[config.mk]
export PLATFORM = sky130hd
export DESIGN_NAME = incr_loader
export DESIGN_NICKNAME = d
export VERILOG_FILES = /design/src/rtl/incr_pkg.sv /design/src/rtl/incr_decode.sv /design/src/rtl/incr_path.sv /design/src/rtl/incr_loader.sv
export SDC_FILE = /design/constraint.sdc
export NUM_CORES = 1
export LEC_CHECK = 0
export CORE_ASPECT_RATIO = 0.75
export CORE_MARGIN = 2
export CORE_UTILIZATION = 44
export CTS_BUF_LIST = sky130_fd_sc_hd__clkbuf_16
export CTS_CLUSTER_SIZE = 10
export DETAILED_ROUTE_END_ITERATION = 16
export DONT_BUFFER_PORTS = 1
export PLACE_DENSITY = 0.59
export RECOVER_POWER = 25
export SKIP_CTS_REPAIR_TIMING = 1
export SLEW_MARGIN = 20
export SYNTH_ARGS = -nofsm -noshare
export SYNTH_HDL_FRONTEND = slang
export SYNTH_SLANG_ARGS = --single-unit
[constraint.sdc]
create_clock -name clk -period 1.6 [get_ports clk]
set_input_delay 0.08 -clock clk [delete_from_list [all_inputs] [get_ports clk]]
set_output_delay 0.08 -clock clk [all_outputs]
set_load 0.02 [all_outputs]
[src/rtl/incr_pkg.sv]
package incr_pkg;

    // Register code in address bits [1:0]
    typedef enum logic [1:0] {
        REG_CAR_HI = 2'd0,
        REG_CAR_LO = 2'd1,
        REG_COD_HI = 2'd2,
        REG_COD_LO = 2'd3
    } reg_sel_e;

    // Group codes in the top four address bits
    localparam logic [3:0] GRP_MASK  = 4'd13;
    localparam logic [3:0] GRP_MULTI = 4'd14;
    localparam logic [3:0] GRP_ALL   = 4'd15;

    // Commit sequencer state of one increment path
    typedef enum logic {
        ST_IDLE   = 1'b0,
        ST_COMMIT = 1'b1
    } commit_state_e;

endpackage

[src/rtl/incr_decode.sv]
module incr_decode
    import incr_pkg::*;
#(
    parameter int NUM_CH = 4,
    parameter int ADDR_W = 8,
    parameter int DATA_W = 16
) (
    input  logic              clk,
    input  logic              rst_n,
    input  logic              wr_en,
    input  logic [ADDR_W-1:0] wr_addr,
    input  logic [DATA_W-1:0] wr_data,
    output logic              car_hi_we,
    output logic              car_lo_we,
    output logic              cod_hi_we,
    output logic              cod_lo_we,
    output logic [NUM_CH-1:0] lo_target
);

    localparam int PAD_HI = ADDR_W - 5;

    logic [3:0]        grp;
    reg_sel_e          sel;
    logic              pad_ok;
    logic              grp_is_ch;
    logic              grp_valid;
    logic              mask_we;
    logic [NUM_CH-1:0] ch_onehot;
    logic [NUM_CH-1:0] mask_q;

    assign grp    = wr_addr[ADDR_W-1 -: 4];
    assign sel    = reg_sel_e'(wr_addr[1:0]);
    assign pad_ok = (wr_addr[PAD_HI:2] == '0);

    always_comb begin
        for (int i = 0; i < NUM_CH; i++) begin
            ch_onehot[i] = (grp == 4'(i));
        end
    end

    assign grp_is_ch = |ch_onehot;
    assign grp_valid = grp_is_ch || (grp == GRP_MULTI) || (grp == GRP_ALL);

    always_comb begin
        if (grp_is_ch) begin
            lo_target = ch_onehot;
        end else if (grp == GRP_MULTI) begin
            lo_target = mask_q;
        end else if (grp == GRP_ALL) begin
            lo_target = '1;
        end else begin
            lo_target = '0;
        end
    end

    always_comb begin
        car_hi_we = 1'b0;
        car_lo_we = 1'b0;
        cod_hi_we = 1'b0;
        cod_lo_we = 1'b0;
        if (wr_en && pad_ok && grp_valid) begin
            unique case (sel)
                REG_CAR_HI: car_hi_we = 1'b1;
                REG_CAR_LO: car_lo_we = 1'b1;
                REG_COD_HI: cod_hi_we = 1'b1;
                REG_COD_LO: cod_lo_we = 1'b1;
            endcase
        end
    end

    assign mask_we = wr_en && pad_ok && (grp == GRP_MASK) && (sel == REG_CAR_HI);

    always_ff @(posedge clk) begin
        if (!rst_n) begin
            mask_q <= '0;
        end else if (mask_we) begin
            mask_q <= wr_data[NUM_CH-1:0];
        end
    end

endmodule

[src/rtl/incr_path.sv]
module incr_path
    import incr_pkg::*;
#(
    parameter int NUM_CH = 4,
    parameter int INC_W  = 26,
    parameter int DATA_W = 16
) (
    input  logic                    clk,
    input  logic                    rst_n,
    input  logic                    hi_we,
    input  logic                    lo_we,
    input  logic [DATA_W-1:0]       wr_data,
    input  logic [NUM_CH-1:0]       lo_target,
    output logic [NUM_CH*INC_W-1:0] incr_flat,
    output logic [NUM_CH-1:0]       upd
);

    localparam int HI_W = INC_W - DATA_W;

    logic [HI_W-1:0]   hi_buf_q;
    commit_state_e     state_q;
    commit_state_e     state_d;
    logic [NUM_CH-1:0] commit_mask_q;

    // Holding buffer: only the low HI_W data bits are kept
    always_ff @(posedge clk) begin
        if (!rst_n) begin
            hi_buf_q <= '0;
        end else if (hi_we) begin
            hi_buf_q <= wr_data[HI_W-1:0];
        end
    end

    // Next-state logic
    always_comb begin
        state_d = state_q;
        unique case (state_q)
            ST_IDLE:   state_d = lo_we ? ST_COMMIT : ST_IDLE;
            ST_COMMIT: state_d = lo_we ? ST_COMMIT : ST_IDLE;
        endcase
    end

    // State register and the channel set of the latest commit
    always_ff @(posedge clk) begin
        if (!rst_n) begin
            state_q       <= ST_IDLE;
            commit_mask_q <= '0;
        end else begin
            state_q <= state_d;
            if (lo_we) begin
                commit_mask_q <= lo_target;
            end
        end
    end

    // Outputs from state
    always_comb begin
        upd = '0;
        unique case (state_q)
            ST_IDLE:   upd = '0;
            ST_COMMIT: upd = commit_mask_q;
        endcase
    end

    // Per-channel increment registers
    for (genvar ch = 0; ch < NUM_CH; ch++) begin : g_ch
        logic [INC_W-1:0] incr_q;

        always_ff @(posedge clk) begin
            if (!rst_n) begin
                incr_q <= '0;
            end else if (lo_we && lo_target[ch]) begin
                incr_q <= {hi_buf_q, wr_data};
            end
        end

        assign incr_flat[ch*INC_W +: INC_W] = incr_q;
    end

endmodule

[src/rtl/incr_loader.sv]
module incr_loader #(
    parameter int NUM_CH = 4,
    parameter int CAR_W  = 26,
    parameter int COD_W  = 25,
    parameter int ADDR_W = 8,
    parameter int DATA_W = 16
) (
    input  logic                    clk,
    input  logic                    rst_n,
    input  logic                    wr_en,
    input  logic [ADDR_W-1:0]       wr_addr,
    input  logic [DATA_W-1:0]       wr_data,
    output logic [NUM_CH*CAR_W-1:0] car_incr,
    output logic [NUM_CH-1:0]       car_upd,
    output logic [NUM_CH*COD_W-1:0] cod_incr,
    output logic [NUM_CH-1:0]       cod_upd
);

    logic              car_hi_we;
    logic              car_lo_we;
    logic              cod_hi_we;
    logic              cod_lo_we;
    logic [NUM_CH-1:0] lo_target;

    incr_decode #(
        .NUM_CH (NUM_CH),
        .ADDR_W (ADDR_W),
        .DATA_W (DATA_W)
    ) u_decode (
        .clk       (clk),
        .rst_n     (rst_n),
        .wr_en     (wr_en),
        .wr_addr   (wr_addr),
        .wr_data   (wr_data),
        .car_hi_we (car_hi_we),
        .car_lo_we (car_lo_we),
        .cod_hi_we (cod_hi_we),
        .cod_lo_we (cod_lo_we),
        .lo_target (lo_target)
    );

    incr_path #(
        .NUM_CH (NUM_CH),
        .INC_W  (CAR_W),
        .DATA_W (DATA_W)
    ) u_car_path (
        .clk       (clk),
        .rst_n     (rst_n),
        .hi_we     (car_hi_we),
        .lo_we     (car_lo_we),
        .wr_data   (wr_data),
        .lo_target (lo_target),
        .incr_flat (car_incr),
        .upd       (car_upd)
    );

    incr_path #(
        .NUM_CH (NUM_CH),
        .INC_W  (COD_W),
        .DATA_W (DATA_W)
    ) u_cod_path (
        .clk       (clk),
        .rst_n     (rst_n),
        .hi_we     (cod_hi_we),
        .lo_we     (cod_lo_we),
        .wr_data   (wr_data),
        .lo_target (lo_target),
        .incr_flat (cod_incr),
        .upd       (cod_upd)
    );

endmodule

==> flow_summary.json <==
{
  "max_freq_mhz": 636,
  "antenna_cells": 0,
  "synth_area_um2": 8740,
  "gr-total-overflow": 0,
  "reg2reg_slack_ns": 0.15,
  "maxCapViolCount": 0,
  "top_usage_layer": "met2",
  "tightest_slew_ns": 0.737,
  "holdCritStartpoint": "wr_addr[0]",
  "synth_cell_type_count": 33,
  "period_needed_ns": 1.57,
  "cp-end-kind": "flop",
  "grt_use_total": 0.201,
  "max_stage_delay_ns": 0.67,
  "post_drt_via_cell_ratio": 5.28,
  "worstReg2RegStart": "u_decode.mask_q[2]",
  "first_global_vias": 5845,
  "port_buffers": 0,
  "dpl.hpwl_um": 14700,
  "grt_use_met3": 0.0770,
  "utilization": 0.588,
  "core_um2": 19400,
  "final_cell_count_no_fill": 1257,
  "power_density_nw_per_um2": 984,
  "timing.critical_path.cells": "or3b_1, or4b_1, mux2i_1, nor2b_1, dlygate4sd3_1",
  "multi_input_area_um2": 3650,
  "antenna_found_initial": 0,
  "max-clock-path-buffers": 3,
  "worst_r2r_endpoint": "u_car_path.g_ch[2].incr_q[12]",
  "start_kind": "primary input",
  "final_nets": 1032,
  "drive_above_1_share": 0.0608,
  "grt_max_degree": 263,
  "synth_cells": 833,
  "period_share": 0.982,
  "status": "complete, but fails checks",
  "hold_path_class": "in2reg",
  "seqCellArea_um2": 4740,
  "ioPinCount": 239,
  "hold_depth": 3,
  "start_util": 0.450,
  "clock_sinks": 237,
  "cts_buffers": 27,
  "whs_ns": -0.0352,
  "crit_required_ns": 1.99,
  "worstPathMaxFanout": 4,
  "hold_violations": 5,
  "firstDrtPassIters": 5,
  "drt_iter0_drc": 378,
  "met2_usage": 0.324,
  "routed_wl_um": 24900,
  "fin_worst_skew_ns": 0.00705,
  "p_leak_nw": 4.35,
  "dp_cells": 1051,
  "maxSlewViolCount": 0,
  "clock_latency_ns": 0.51,
  "violations": "hold timing",
  "grtUsageMet1": 0.256,
  "place.gp.congestion": 0.777,
  "reg2reg_depth": 6,
  "cts_max_level": 1,
  "die_w_um": 167,
  "setup_viol": 0,
  "postRouteAntennaNets": 0,
  "cp_slowest_cell": "or4b_1",
  "vias": 6636,
  "arrival_ns": 1.96,
  "fillCellCount": 1629,
  "seq_area_frac_synth": 0.543,
  "slew_headroom": 0.509,
  "whs_endpoint": "u_car_path.commit_mask_q[0]",
  "p_total_mw": 11.3,
  "syn2layout_area_growth_pct": 30.7,
  "vdd_drop_max_mv": 0.925,
  "worst-setup-path-type": "in2reg",
  "yosys_warnings": 0,
  "syn_area_per_cell_um2": 10.5,
  "synthesis.nets": 860,
  "placementRows": 44,
  "path_clk_slew_ns": 0.05,
  "fp.dieH_um": 126,
  "wire_per_inst_um": 19.8,
  "design.die.area_um2": 21000,
  "cts_tree": "done",
  "grt_first_pass_wirelength_um": 33600,
  "ys_ff_latch": 237,
  "drcViolationCount": 0,
  "cts-root-buf": "clkbuf_16"
}
-- layer usage --
layer,part of all wire,vias to the layer above
met5,0,-
met4,0.020,0
met3,0.078,37
met2,0.47,201
met1,0.43,3295
li1,-,3103
-- through the flow --
step	setup TNS, ns	worst slack (ns)	instance area (um^2)
2_1_floorplan	0	0.160	8740
3_3_place_gp	0	0.105	8960
3_5_place_dp	0	0.0612	8960
4_1_cts	0	0.153	9640
5_1_grt	-0.00810	-0.00810	11400
6_report	0	0.0288	11400
-- cells by family after synthesis --
group	Yosys count	share of synthesized area
multiplexers	217	0.248
buffers and inverters	56	0.0406
AO/OA/AOI/OAI	28	0.0252
AND/OR/NAND/NOR	295	0.143
flip-flops	237	0.543
-- state kept, by name, summed over array words and instances, names as in the netlist, 4 cells and up --
name,cells
u_cod_path.commit_mask_q,4
u_cod_path.g_ch.incr_q,100
u_car_path.commit_mask_q,4
u_car_path.g_ch.incr_q,104
u_decode.mask_q,4
u_car_path.hi_buf_q,10
u_cod_path.hi_buf_q,9
-- how the worst max path moves through the flow --
stage,endpoint,startpoint,cells after the start
6_report,u_decode.mask_q[0],wr_addr[3],5
5_1_grt,u_decode.mask_q[0],wr_addr[3],5
4_1_cts,u_car_path.g_ch[2].incr_q[19],u_decode.mask_q[2],6
3_5_place_dp,u_decode.mask_q[0],wr_addr[3],4
3_3_place_gp,u_decode.mask_q[0],wr_addr[3],4
2_1_floorplan,u_cod_path.commit_mask_q[2],u_decode.mask_q[2],5
-- worst max-delay path, delay by kind of cell --
| kind | cells | cell delay [ns] |
|---|---|---|
| and+or+nand+nor | 3 | 1.12 |
| buffers and inverters | 1 | 0.55 |
| muxes | 1 | 0.21 |
-- where the power goes --
part / total (mW) / leakage [nW] / internal, mW / switching (mW)
Combinational: 0.225 / 2.10 / 0.0676 / 0.158
Clock: 5.11 / 0.337 / 2.95 / 2.16
Sequential: 5.92 / 1.91 / 5.91 / 0.00765
Total: 11.3 / 4.35 / 8.92 / 2.33
-- cell usage after synthesis (all sizes together) --
cell     count  area [um^2]
a21boi       4         30.0
a21oi        1         5.00
and2        12         75.1
and3         1         11.3
buf         24          235
clkbuf      31          116
dfxtp      237         4740
inv          1         3.75
mux2i      217         2170
nand2      244          916
nand2b       5         31.3
nand3       12         60.1
nand3b       1         7.51
nor2        10         70.1
nor2b        4         25.0
nor3         1         5.00
nor3b        2         26.3
o2111ai      2         52.6
o211a        2         20.0
o211ai       1         7.51
o21a         4         30.0
o21ai       12         60.1
o22ai        1         6.26
o32ai        1         8.76
or2          1         6.26
or3b         1         8.76
or4b         1         10.0
-- cell type report --
class,instances,share of cell area
multi-input combinational,540,0.320
sequential,237,0.415
tap,253,0.0277
clock buffer,27,0.0591
clock inverter,1,0.000438
timing repair buffer,198,0.178
inverter,1,0.000328
-- cells in the final DEF, fill, tap and decap left out, drive strengths merged --
cell	instances
buf	20
or3b	1
o2111ai	2
a21boi	4
nand3	12
nor3	1
mux2i	217
and2	12
o21ai	12
o22ai	1
o32ai	1
clkbuf	28
nand2b	5
or2	1
o21a	4
nor2	10
or4b	1
dlygate4sd3	177
a21oi	1
clkinv	1
nor3b	2
o211a	2
o211ai	1
nor2b	4
inv	1
nand3b	1
and3	1
nand2	244
dfxtp	237
No activity file was read; power rests on OpenSTA's default activity.
